`config.mk`:
```
export PLATFORM = sky130hd
export DESIGN_NAME = csc_irq
export DESIGN_NICKNAME = d
export VERILOG_FILES = /design/src/rtl/csc_irq.sv
export SDC_FILE = /design/constraint.sdc
export NUM_CORES = 1
export LEC_CHECK = 0
export BUFFER_PORTS_ARGS = -buffer_cell sky130_fd_sc_hd__buf_2
export CAP_MARGIN = 20
export CORE_MARGIN = 5
export CORE_UTILIZATION = 46
export DETAILED_ROUTE_END_ITERATION = 8
export PLACE_DENSITY = 0.78
export SETUP_SLACK_MARGIN = 0.15
export SLEW_MARGIN = 20
export SYNTH_ARGS = -nofsm -noshare
export SYNTH_HDL_FRONTEND = slang
export SYNTH_SLANG_ARGS = --single-unit
export TNS_END_PERCENT = 10
```
`constraint.sdc`:
```
create_clock -name clk -period 1.9 [get_ports clk]
set_input_delay 0.38 -clock clk [delete_from_list [all_inputs] [get_ports clk]]
set_output_delay 0.38 -clock clk [all_outputs]
set_load 0.02 [all_outputs]
```
`src/rtl/csc_irq.sv`:
```
module csc_irq #(
  parameter int DW   = 8,
  parameter int NIRQ = 16
) (
  input  logic            clk,
  input  logic            rst_n,
  input  logic [1:0]      cd_i,
  input  logic            rdy_i,
  input  logic            wp_i,
  input  logic            pwr_i,
  input  logic [1:0]      bvd_i,
  input  logic            wb_clear_mode,
  input  logic            level_mode,
  input  logic [1:0]      reg_sel,
  input  logic            rd_en,
  input  logic            wr_en,
  input  logic [DW-1:0]   wr_data,
  output logic [DW-1:0]   rd_data,
  output logic [NIRQ-1:0] irq_o
);
  localparam int NEV  = 4;
  localparam int IRQW = $clog2(NIRQ);
  localparam int CFGW = NEV + IRQW;
  localparam logic [1:0] SEL_STAT = 2'd0;
  localparam logic [1:0] SEL_CHG  = 2'd1;
  localparam logic [1:0] SEL_CFG  = 2'd2;
  localparam int EV_CD   = 3;
  localparam int EV_RDY  = 2;
  localparam int EV_WARN = 1;
  localparam int EV_DEAD = 0;
  localparam logic [1:0] BV_WARN = 2'b01;
  localparam logic [1:0] BV_DEAD = 2'b00;

  logic            primed;
  logic [1:0]      cd_prev, bvd_prev;
  logic            rdy_prev;
  logic [NEV-1:0]  ev, chg_q, clr;
  logic [CFGW-1:0] cfg_q;
  logic            pulse_q;
  logic [IRQW-1:0] irq_num;
  logic            pending;

  wire rd_chg = rd_en && reg_sel == SEL_CHG;
  wire wr_chg = wr_en && reg_sel == SEL_CHG;
  wire wr_cfg = wr_en && reg_sel == SEL_CFG;

  always_comb begin
    ev = '0;
    if (primed) begin
      ev[EV_CD]   = cd_i != cd_prev;
      ev[EV_RDY]  = rdy_i && !rdy_prev;
      ev[EV_WARN] = bvd_i == BV_WARN && bvd_prev != BV_WARN;
      ev[EV_DEAD] = bvd_i == BV_DEAD && bvd_prev != BV_DEAD;
    end
  end

  always_comb begin
    clr = '0;
    if (wb_clear_mode) begin
      if (wr_chg) clr = wr_data[NEV-1:0];
    end else if (rd_chg) begin
      clr = '1;
    end
  end

  always_ff @(posedge clk) begin
    if (!rst_n) begin
      primed   <= 1'b0;
      cd_prev  <= '0;
      rdy_prev <= 1'b0;
      bvd_prev <= '0;
      chg_q    <= '0;
      cfg_q    <= '0;
      pulse_q  <= 1'b0;
    end else begin
      primed   <= 1'b1;
      cd_prev  <= cd_i;
      rdy_prev <= rdy_i;
      bvd_prev <= bvd_i;
      chg_q    <= (chg_q & ~clr) | ev;
      pulse_q  <= |(ev & cfg_q[NEV-1:0]);
      if (wr_cfg) cfg_q <= wr_data[CFGW-1:0];
    end
  end

  assign irq_num = cfg_q[CFGW-1:NEV];
  assign pending = |(chg_q & cfg_q[NEV-1:0]);
  assign irq_o   = (level_mode ? pending : pulse_q) ? (NIRQ'(1) << irq_num) : '0;

  always_comb begin
    case (reg_sel)
      SEL_STAT: rd_data = DW'({pwr_i, rdy_i, wp_i, cd_i, bvd_i});
      SEL_CHG:  rd_data = DW'(chg_q);
      SEL_CFG:  rd_data = DW'(cfg_q);
      default:  rd_data = '0;
    endcase
  end

  assert_irq_onehot_R7: assert property (@(posedge clk) disable iff (!rst_n)
    $onehot0(irq_o));

  assert_wb_hold_R10: assert property (@(posedge clk) disable iff (!rst_n)
    (wb_clear_mode && !wr_chg) |=> ((chg_q & $past(chg_q)) == $past(chg_q)));

  assert_read_clear_R9: assert property (@(posedge clk) disable iff (!rst_n)
    (!wb_clear_mode && rd_chg) |=> ((chg_q & ~$past(ev)) == '0));

  assert_cfg_hold_R6: assert property (@(posedge clk) disable iff (!rst_n)
    !wr_cfg |=> $stable(cfg_q));

  assert_ready_rise_R4: assert property (@(posedge clk) disable iff (!rst_n)
    $rose(chg_q[EV_RDY]) |-> $past(rdy_i));

  assert_pulse_gap_R8: assert property (@(posedge clk) disable iff (!rst_n)
    (!level_mode && |irq_o && !(|(ev & cfg_q[NEV-1:0]))) |=> (level_mode || irq_o == '0));
endmodule

```
After elaboration in Yosys (flattened, before gate mapping)
Cells that the tools add are included.

word-level totals
  flip-flop bits (word level) = 19
  input bits = 23
  output and inout port bits = 24

operators by class
  equal/unequal tests = 5
  shift operators = 1
  mux-type cells = 8
  bitwise operators = 5
  reduce and logical (&&, ||, !) cells = 12

operators with widths
  cell                  count
  $pmux 8 s3            1
  $mux 16               1
  $mux 4                4
  $shl 1x4->16 const A  1
  $and 4x4->4           3
  $reduce_or 4->1       2
  $logic_and 1x1->1     6
  $eq 2x1->1 const B    2
  $logic_not 2->1       2
  $not 4->4             1
  $or 4x4->4            1
  $eq 2x2->1 const B    1
  $mux 1                2
  $ne 2x1->1 const B    1
  $ne 2x2->1            1
  $reduce_bool 2->1     1
  $logic_not 1->1       1

Longest topological paths before layout
  depth in word-level cells = 7
  mapped depth = 5
  gate-level depth less buffers = 3

Worst setup path before layout
OpenSTA, ideal clock, no wires.

  path kind = reg-to-output
  from = register cfg_q[1]
  to = output port irq_o[10]
  arrival time = 1.530 ns
  data required time = 1.520 ns
  path slack = -0.010 ns
  stages on the path, launching flop included = 5
  cells stage by stage = dfxtp_1 > a222oi_1 > and3_4 > buf_6 > nor4b_1

between the ends
  cells in the longest elaborated chain, start to end = 4

ends and longest elaborated chain
  element                   RTL line  source
  start: declaration        38        logic [CFGW-1:0] cfg_q;
  start signal: assignment  82        if (wr_cfg) cfg_q <= wr_data[CFGW-1:0];
  $and 4x4->4               87        assign pending = |(chg_q & cfg_q[NEV-1:0]);
  $reduce_or 4->1           87
  $mux 1                    88        assign irq_o = (level_mode ? pending : pulse_q) ? (NIRQ'(1) << irq_num) : '0;
  $mux 16                   88
  end: declaration          19        output logic [NIRQ-1:0] irq_o

Every way passes these cells.

Worst setup path after layout
  from = register cfg_q[1]
  to = output port irq_o[4]

The elaborated chain is that of the path after synthesis.

==> impl_metrics.yaml <==
critical_path:
  rrSetupSlack_ps: 610
  worstReg2RegStart: "primed"
  required_ps: 1520
  crit_family: "buffers and inverters"
  crit_path_end_kind: "primary output"
  rr_endpoint: "pulse_q"
  crit_fanout: 6
  crit_type: "flip-flop to primary output"
  cp_num_cells: 5
  cp_cell_sequence: "a222oi_1, buf_4, and3_4, nor3_1, buf_2"
  max_stage_delay_ps: 340
  ff2ff_path_depth: 3
  cp-start-kind: "flip-flop"
  startpoint: "cfg_q[1]"
  critPathCapture: "irq_o[4]"
  path_buf_inv: 2
  arrival_ps: 1600
  cpMaxStageDelayCell: "dfxtp_2"
detailed_routing:
  drc: 0
  num_vias: 1186
  drt-total-wl_um: 3030
  routedWlPerCell_um: 14.4
  dr.first_iter.drc_count: 44
  ant_nets: 0
  first_pass_iters: 4
  via_per_inst: 5.65
synth:
  yosysMostFrequentCell: "dfxtp_1"
  synth_warnings: 0
  syn_inst: 132
  ys_top_cells_by_count: "dfxtp_1 (19), mux2i_1 (11), nand2_1 (11)"
  synth_area_leaders: "dfxtp_1 (35%), mux2i_1 (10%), o211ai_1 (4.8%)"
  synth_area_um2: 1100
  synthFlopType: "dfxtp_1"
  yosysUniqueCellTypes: 30
  avgSynthCellArea_um2: 8.31
  ys_ff_latch: 19
  ys_seq_area_frac: 0.347
  synth_nets: 155
  synth_edf_count: 0
  synth_top_area_frac: 0.347
  synthArstFlopShare: 0
  yosysTopAreaCell: "dfxtp_1"
grt:
  grt_overflow: 0
  grt_pass1_wl_um: 4870
  antenna_found_initial: 0
  first_global_vias: 1086
  grt_use_met2: 0.317
  busiest_layer: "met2"
  met3_usage: 0.0417
  track_usage: 0.183
  use_met1: 0.201
  grt_max_degree: 14
timing:
  worst_slack_ps: -81.7
  rsz0062_at_grt: "true"
  min_period_over_period: 1.04
  clock_skew_ps: 6.22
  max_freq_mhz: 505
  min_period_ps: 1980
  totalNegativeSetupSlack_ps: -940
  maxSlewHeadroom: 0.709
  hold_viol_final: 0
  report.final.slew_viol_count: 0
  worst_slew_pin_slew_ps: 432
  setup_viol: 16
die:
  io_pins: 47
  die_area_um2: 3460
  core_um2: 2250
  die_h_um: 58.8
  initial_core_util: 0.487
  rows: 17
  die_width_um: 58.8
run:
  maxCapViolCount: 0
place:
  dpl.hpwl_um: 2310
  placed_cells: 202
  io_buffers: 46
  place_congestion: 0.810
power_and_ir_drop:
  power_density_nw_per_um2: 549
  ir_worst_vdd_uv: 440
  leakagePower_nw: 0.662
clock_tree:
  clk_pin_slew_ps: 100
  hold_buffers: 0
  clk_path_buf_depth: 2
  clk_latency_ps: 300
  cts_tree: "built"
  cts_buffers: 3
  htreeDepth: 1
  cts_num_sinks: 19
  root_buffer: "clkbuf_4"
run_status:
  outcome: "finished with violations"
  violations: "setup timing"
worst_hold_path:
  hold_path_class: "input port to flip-flop"
layout:
  diodes: 0
  syn2layout_area_growth_pct: 32.7
  stdcell_count: 210
  num-nets-final: 206
  finish.utilization: 0.646
  drive_gt1_frac: 0.412
-- worst reg2reg max path: stages (launching register included) --
cell      delay, ps
dfxtp_1         430
nand2b_1        100
or4b_1          500
a41oi_2         190
-- registers in the layout, summed over array words and instances (netlist names) --
| signal | flops |
|---|---|
| bvd_prev | 2 |
| cd_prev | 2 |
| cfg_q | 8 |
| chg_q | 4 |
| primed | 1 |
| pulse_q | 1 |
| rdy_prev | 1 |
-- cell families (layout without fill, tap and decap cells) --
group,after synthesis,count (layout),share of synthesized area
compound gates,26,26,0.153
mux,11,11,0.100
simple gates,62,63,0.333
xor+xnor,2,2,0.0160
buf+inv,12,61,0.0513
flops,19,19,0.347
-- where the power goes --
part	switching [mW]	internal, mW	leakage [nW]
Clock	0.124	0.0820	0.0150
Combinational	0.0893	0.0704	0.487
Sequential	0.0162	0.418	0.160
-- routing by layer --
metal	routed length (um)	vias up	part of all wire
met4	74	0	0.024
met2	1490	44	0.49
li1	-	585	-
met5	0	-	0
met3	265	7	0.087
met1	1200	550	0.40
-- through the flow --
step	setup slack, ps	power [mW]	instance area [um^2]	hold slack [ps]
floorplan	-10.3	0.530	1100	408
global placement	224	0.584	1350	496
detailed placement	194	0.590	1350	505
CTS	-64.1	0.805	1420	233
global route	-151	0.840	1460	240
finish	-81.7	0.800	1460	240
-- placed cells by master, fill, tap and decap left out, types with 4 or more instances in the layout --
cell / n
buf_2: 43
mux2i_1: 11
nand2_1: 11
nor2_1: 10
dfxtp_1: 10
dfxtp_2: 9
a21oi_1: 8
buf_4: 8
o21ai_0: 7
o211ai_1: 7
and2_1: 6
nor2b_1: 5
inv_1: 5
nor3_1: 4
nand3_1: 4
clkbuf_4: 4
-- layout make-up --
cell class | count | area (um^2)
clock buffers | 4 | 26.3
fillers | 222 | 798
inverters | 5 | 18.8
multi-input cells | 102 | 702
flip-flops and latches | 19 | 392
well taps | 28 | 35.0
repair buffers | 52 | 283
-- how the worst min path moves through the flow --
stage                   from       end  slack [ps]  cells after the start
finish                 rst_n    primed         240                      1
global route           rst_n    primed         240                      1
CTS                    rst_n    primed         230                      1
detailed placement  chg_q[0]  chg_q[0]         510                      2
global placement    chg_q[3]  chg_q[3]         500                      2
floorplan              rst_n    primed         410                      0
-- timing repair --
item                       4_1_cts  5_1_grt
pin swaps                        4        2
cloned                           1        0
resized for setup               10        9
setup buffers                    3        0
setup endpoints to repair       16       19
Power figures use the tool's default switching activity.
